===== src/rtl/pin_ctrl_pkg.sv =====
package pin_ctrl_pkg;

    localparam int BUS_W = 32;

    // word index = byte address [5:2]
    typedef enum logic [3:0] {
        SEL_LEVEL  = 4'd0,
        SEL_DIR    = 4'd1,
        SEL_ENABLE = 4'd2,
        SEL_RAW    = 4'd3,
        SEL_PEND   = 4'd4,
        SEL_CLEAR  = 4'd5,
        SEL_EDGE   = 4'd6,
        SEL_POL    = 4'd7,
        SEL_VER    = 4'd8,
        SEL_BOTH   = 4'd9
    } reg_sel_e;

    typedef struct packed {
        logic edge_sel;
        logic pol;
        logic both;
    } trig_cfg_t;

    // level mode: active level; edge mode: transition event
    function automatic logic trig_hit(trig_cfg_t c, logic lvl, logic prev);
        logic r;
        if (!c.edge_sel)
            r = (lvl == c.pol);
        else if (c.both)
            r = lvl ^ prev;
        else if (c.pol)
            r = lvl & ~prev;
        else
            r = ~lvl & prev;
        return r;
    endfunction

endpackage


===== src/rtl/pin_sync.sv =====
module pin_sync #(
    parameter int PINS = 32
) (
    input  logic            clk,
    input  logic            rst,
    input  logic [PINS-1:0] pad_in,
    output logic [PINS-1:0] lvl,
    output logic [PINS-1:0] prev
);
    logic [PINS-1:0] stage1;

    always_ff @(posedge clk) begin
        if (rst) begin
            stage1 <= '0;
            lvl    <= '0;
            prev   <= '0;
        end else begin
            stage1 <= pad_in;
            lvl    <= stage1;
            prev   <= lvl;
        end
    end
endmodule


===== src/rtl/pin_trig.sv =====
module pin_trig
    import pin_ctrl_pkg::*;
(
    input  logic      clk,
    input  logic      rst,
    input  logic      lvl,
    input  logic      prev,
    input  trig_cfg_t cfg,
    input  logic      clr,
    output logic      raw
);
    logic hit;

    assign hit = trig_hit(cfg, lvl, prev);

    always_ff @(posedge clk) begin
        if (rst)
            raw <= 1'b0;
        else if (cfg.edge_sel)
            raw <= hit | (raw & ~clr);
        else
            raw <= hit & ~clr;
    end
endmodule


===== src/rtl/pin_ctrl_regs.sv =====
module pin_ctrl_regs
    import pin_ctrl_pkg::*;
#(
    parameter int PINS    = 32,
    parameter int VERSION = 3
) (
    input  logic             clk,
    input  logic             rst,
    input  logic [5:0]       bus_addr,
    input  logic             bus_we,
    input  logic [BUS_W-1:0] bus_wdata,
    output logic [BUS_W-1:0] bus_rdata,
    input  logic [PINS-1:0]  lvl,
    input  logic [PINS-1:0]  raw_q,
    output logic [PINS-1:0]  out_q,
    output logic [PINS-1:0]  dir_q,
    output logic [PINS-1:0]  en_q,
    output logic [PINS-1:0]  edge_q,
    output logic [PINS-1:0]  pol_q,
    output logic [PINS-1:0]  both_q,
    output logic [PINS-1:0]  clr_vec
);
    localparam logic [BUS_W-1:0] VER_WORD = BUS_W'(VERSION);

    reg_sel_e        sel;
    logic            aligned;
    logic            wr;
    logic [PINS-1:0] wd;
    logic [PINS-1:0] rd_vec;
    logic            rd_vec_ok;

    assign sel     = reg_sel_e'(bus_addr[5:2]);
    assign aligned = (bus_addr[1:0] == 2'b00);
    assign wr      = bus_we && aligned;
    assign wd      = bus_wdata[PINS-1:0];
    assign clr_vec = (wr && sel == SEL_CLEAR) ? wd : '0;

    always_ff @(posedge clk) begin
        if (rst) begin
            out_q  <= '0;
            dir_q  <= '1;
            en_q   <= '0;
            edge_q <= '0;
            pol_q  <= '0;
        end else if (wr) begin
            case (sel)
                SEL_LEVEL:  out_q  <= wd;
                SEL_DIR:    dir_q  <= wd;
                SEL_ENABLE: en_q   <= wd;
                SEL_EDGE:   edge_q <= wd;
                SEL_POL:    pol_q  <= wd;
                default: ;
            endcase
        end
    end

    generate
        if (VERSION >= 3) begin : g_both
            always_ff @(posedge clk) begin
                if (rst)
                    both_q <= '0;
                else if (wr && sel == SEL_BOTH)
                    both_q <= wd;
            end
        end else begin : g_no_both
            assign both_q = '0;
        end
    endgenerate

    always_comb begin
        rd_vec    = '0;
        rd_vec_ok = aligned;
        case (sel)
            SEL_LEVEL:  rd_vec = (dir_q & lvl) | (~dir_q & out_q);
            SEL_DIR:    rd_vec = dir_q;
            SEL_ENABLE: rd_vec = en_q;
            SEL_RAW:    rd_vec = raw_q;
            SEL_PEND:   rd_vec = raw_q & en_q;
            SEL_EDGE:   rd_vec = edge_q;
            SEL_POL:    rd_vec = pol_q;
            SEL_BOTH:   rd_vec = both_q;
            default:    rd_vec = '0;
        endcase
        bus_rdata = '0;
        if (rd_vec_ok) begin
            if (sel == SEL_VER)
                bus_rdata = VER_WORD;
            else
                bus_rdata[PINS-1:0] = rd_vec;
        end
    end
endmodule


===== src/rtl/pin_ctrl_irq.sv =====
module pin_ctrl_irq
    import pin_ctrl_pkg::*;
#(
    parameter int PINS    = 32,
    parameter int VERSION = 3
) (
    input  logic             clk,
    input  logic             rst,
    input  logic [5:0]       bus_addr,
    input  logic             bus_we,
    input  logic [BUS_W-1:0] bus_wdata,
    output logic [BUS_W-1:0] bus_rdata,
    input  logic [PINS-1:0]  pad_in,
    output logic [PINS-1:0]  pad_out,
    output logic [PINS-1:0]  pad_oe,
    output logic             irq
);
    logic [PINS-1:0] lvl, prev;
    logic [PINS-1:0] raw_q, out_q, dir_q, en_q, edge_q, pol_q, both_q, clr_vec;

    pin_sync #(.PINS(PINS)) u_sync (
        .clk(clk), .rst(rst), .pad_in(pad_in), .lvl(lvl), .prev(prev)
    );

    pin_ctrl_regs #(.PINS(PINS), .VERSION(VERSION)) u_regs (
        .clk(clk), .rst(rst),
        .bus_addr(bus_addr), .bus_we(bus_we), .bus_wdata(bus_wdata),
        .bus_rdata(bus_rdata),
        .lvl(lvl), .raw_q(raw_q),
        .out_q(out_q), .dir_q(dir_q), .en_q(en_q),
        .edge_q(edge_q), .pol_q(pol_q), .both_q(both_q),
        .clr_vec(clr_vec)
    );

    generate
        for (genvar i = 0; i < PINS; i++) begin : g_pin
            trig_cfg_t cfg;
            assign cfg = '{edge_sel: edge_q[i], pol: pol_q[i], both: both_q[i]};
            pin_trig u_trig (
                .clk(clk), .rst(rst),
                .lvl(lvl[i]), .prev(prev[i]),
                .cfg(cfg), .clr(clr_vec[i]),
                .raw(raw_q[i])
            );
        end
    endgenerate

    assign pad_out = out_q;
    assign pad_oe  = ~dir_q;
    assign irq     = |(raw_q & en_q);
endmodule


===== config.mk =====
export PLATFORM = sky130hd
export DESIGN_NAME = pin_ctrl_irq
export DESIGN_NICKNAME = d
export VERILOG_FILES = /design/src/rtl/pin_ctrl_pkg.sv /design/src/rtl/pin_sync.sv /design/src/rtl/pin_trig.sv /design/src/rtl/pin_ctrl_regs.sv /design/src/rtl/pin_ctrl_irq.sv
export SDC_FILE = /design/constraint.sdc
export NUM_CORES = 1
export LEC_CHECK = 0
export BUFFER_PORTS_ARGS = -buffer_cell sky130_fd_sc_hd__buf_2
export CAP_MARGIN = 0
export CORE_MARGIN = 1
export CORE_UTILIZATION = 28
export DETAILED_ROUTE_END_ITERATION = 6
export PLACE_DENSITY = 0.48
export RECOVER_POWER = 50
export SYNTH_ARGS = -nofsm -noshare
export SYNTH_HDL_FRONTEND = slang
export SYNTH_SLANG_ARGS = --single-unit

===== constraint.sdc =====
create_clock -name clk -period 2.7 [get_ports clk]
set_input_delay 0.405 -clock clk [delete_from_list [all_inputs] [get_ports clk]]
set_output_delay 0.405 -clock clk [all_outputs]
set_load 0.02 [all_outputs]

==> results.json <==
{
  "cts.sinks": 320,
  "cts_max_level": 2,
  "path_clk_slew_ns": 0.06,
  "hold_violations": 0,
  "die_x_um": 237,
  "antenna_found_initial": 1,
  "routed-wl-met2_um": 25500,
  "synth_seq_area_share_pct": 41.4,
  "wl_per_cell_um": 20.8,
  "cts_tree": "done",
  "start_kind": "flop",
  "finalNonFillerCells": 2769,
  "dpl_cell_area_mm2": 0.0175,
  "yosys-top-cells-area": "dfxtp_1 41%, nand2_1 11%, a21oi_1 7.1%, mux2i_1 5.2%, ha_1 5.2%",
  "nets": 2183,
  "ctsHoldBuffers": 0,
  "wirelength_um": 57700,
  "final_max_slew_viol_count": 72,
  "areaGrowthSynthToFinish_pct": 21.1,
  "dr.max_layer_used": "met4",
  "dp_hpwl_um": 40800,
  "fmax_ghz": 0.371,
  "violations": "max-capacitance violations, max-slew violations",
  "grt_overflow": 0,
  "drv_cap": 1,
  "finalCriticalPeriod_ns": 2.69,
  "placed_cells": 2700,
  "syn_area_mm2": 0.0155,
  "slowest_stage": "or4_4",
  "min_delay_path_depth": 2,
  "min_period_over_period_pct": 99.8,
  "critPathMaxStageDelay_ns": 0.64,
  "place.gp.congestion": 0.879,
  "vias_per_cell": 5.11,
  "grt_usage_pct": 20.1,
  "worst_pin_slew_ns": 1.59,
  "final_core_utilization_pct": 34.6,
  "synthDistinctLibCells": 63,
  "powerDensity_mw_per_mm2": 584,
  "status": "complete, but fails checks",
  "dieArea_mm2": 0.0562,
  "io-pin-count": 170,
  "grt_max_degree": 72,
  "fin_tns_setup_ns": 0,
  "grt_pass1_wl_um": 85100,
  "required_ns": 2.30,
  "syn-num-nets": 1986,
  "numCtsBuffers": 39,
  "fin_area_mm2": 0.0187,
  "relSlewSlack_pct": -5.94,
  "path_max_fanout": 4,
  "wl_met3_um": 3960,
  "reg2regPathDepth": 5,
  "yosys.area.top_type": "dfxtp_1",
  "coreArea_mm2": 0.0541,
  "min-delay-path-class": "in -> reg",
  "die_y_um": 237,
  "clock-root-buffer": "clkbuf_16",
  "drc": 0,
  "ys_warn_count": 0,
  "grt_pass1_vias": 13500,
  "crit_type": "reg -> out",
  "rsz0062_at_grt": "false",
  "arrival_ns": 2.29,
  "synth-seq-cells": 320,
  "synth_async_sr_flop_share_pct": 0,
  "rows": 85,
  "ant_nets": 0,
  "synth_edf_count": 0,
  "critical_path.cell_chain": "a22oi_1 > nand4_1 > or4_4 > buf_6",
  "drt_iter0_drc": 1060,
  "start_util_pct": 28.6,
  "placement.io_buffers": 169,
  "clock_path_buffers": 3,
  "drive_above_1_share_pct": 17.4,
  "num_vias": 14100,
  "synth_top_area_share_pct": 41.4,
  "setup_violations": 0,
  "synth.avg_cell_area_um2": 8.36,
  "fillers": 5608,
  "wl_met1_um": 26400,
  "ir_drop_mv": 0.341,
  "syn_inst": 1849,
  "synth-main-ff-cell": "dfxtp_1",
  "endpoint_kind": "output port",
  "leakagePower_nw": 7.65,
  "skew_ns": 0.0160,
  "first_pass_iters": 5,
  "insertion_delay_ns": 0.56
}
## placed cells by master (no fill, tap or decap), drive strengths merged, types with 50 or more instances in the layout
master / Yosys / routed
buf: 59 / 229
a21o: 50 / 50
a21oi: 218 / 218
clkbuf: 60 / 102
mux2i: 81 / 81
inv: 100 / 101
nor2b: 71 / 71
nand2: 445 / 445
dfxtp: 320 / 320
nor2: 52 / 52
ha: 64 / 64
## cells in the mapped netlist, drive strengths merged (12+ instances only)
library cell and n:
a21o 50, a21oi 218, a31oi 24, buf 59, clkbuf 60, dfxtp 320, ha 64, inv 100
mux2 37, mux2i 81, nand2 445, nand3 27, nand3b 35, nor2 52, nor2b 71, o211ai 32
o21ai 22, o22ai 12, xnor2 32
## logic make-up (layout without fill, tap and decap cells)
| family | count (synthesis) | in the layout | synth area share (%) |
|---|---|---|---|
| and+or+nand+nor | 664 | 664 | 19.6 |
| DFF | 320 | 320 | 41.4 |
| xor gates and xnor gates | 32 | 32 | 1.81 |
| muxes | 122 | 122 | 8.52 |
| adders and majority gates | 64 | 64 | 5.18 |
| buffers and inverters | 220 | 443 | 6.39 |
| other | 0 | 1 | 0 |
| AOI/OAI and AO/OA | 427 | 427 | 17.0 |
## metal layers
| metal | global-route usage, % | vias to the layer above |
|---|---|---|
| met4 | 7.81 | 0 |
| met5 | 0 | - |
| met1 | 27.4 | 6828 |
| met2 | 31.4 | 530 |
| li1 | - | 6678 |
| met3 | 3.64 | 102 |
## worst paths after layout
| check | start | end | slack, ns |
|---|---|---|---|
| worst min-delay path | pad_in[15] | u_sync.stage1[15]$_SDFF_PP0_ | 0.06 |
| worst max-delay path | g_pin[27].u_trig.raw$_SDFF_PP0_ | irq | 0.006 |
| worst min register to register | u_sync.stage1[2]$_SDFF_PP0_ | u_sync.lvl[2]$_SDFF_PP0_ | 0.42 |
| worst max register to register | u_sync.lvl[24]$_SDFF_PP0_ | g_pin[24].u_trig.raw$_SDFF_PP0_ | 1.19 |
## cell type report
class                   count  area, um2  area share, %
clock inverters            10        129          0.689
repair buffers            275       1660           8.88
clock buffers              57       1110           5.91
flip-flops and latches    320       6410           34.3
multi-input cells        1309       8150           43.6
diodes                      1       2.50         0.0134
inverters                 101        379           2.03
well taps                 696        871           4.65
## stage by stage
step / total power, W / hold WS [ns] / setup slack (ns)
after detailed placement: 0.00583 / 0.420 / 0.0763
after global routing: 0.0113 / 0.0449 / 0.000433
final: 0.0109 / 0.0551 / 0.00569
after CTS: 0.0111 / 0.0300 / -0.0622
after global placement: 0.00581 / 0.420 / 0.0665
after floorplan: 0.00543 / 0.414 / 0.438
## power by group
part	internal (W)	total, W	switching, W
registers	0.00483	0.00494	0.000106
logic	0.000310	0.000795	0.000485
clock network	0.00312	0.00519	0.00207
## state kept, by name, summed over array words and instances (netlist names)
name              flops
u_regs.dir_q         32
u_sync.stage1        32
g_pin.u_trig.raw     32
u_sync.prev          32
u_regs.both_q        32
u_regs.edge_q        32
u_regs.out_q         32
u_regs.pol_q         32
u_sync.lvl           32
u_regs.en_q          32
## what timing repair did
item                       CTS  global route
setup endpoints to repair    1             7
pin swaps                    3             3
buffers inserted             1             0
resized for setup           11             7
## critical path: cells and delay by family, from the launching register on
family / cells / cell delay [ns]
AND/OR/NAND/NOR: 2 / 0.87
AO/OA/AOI/OAI: 1 / 0.36
flip-flops: 1 / 0.35
buffers and inverters: 1 / 0.16
(Power assumes the default switching activity.)
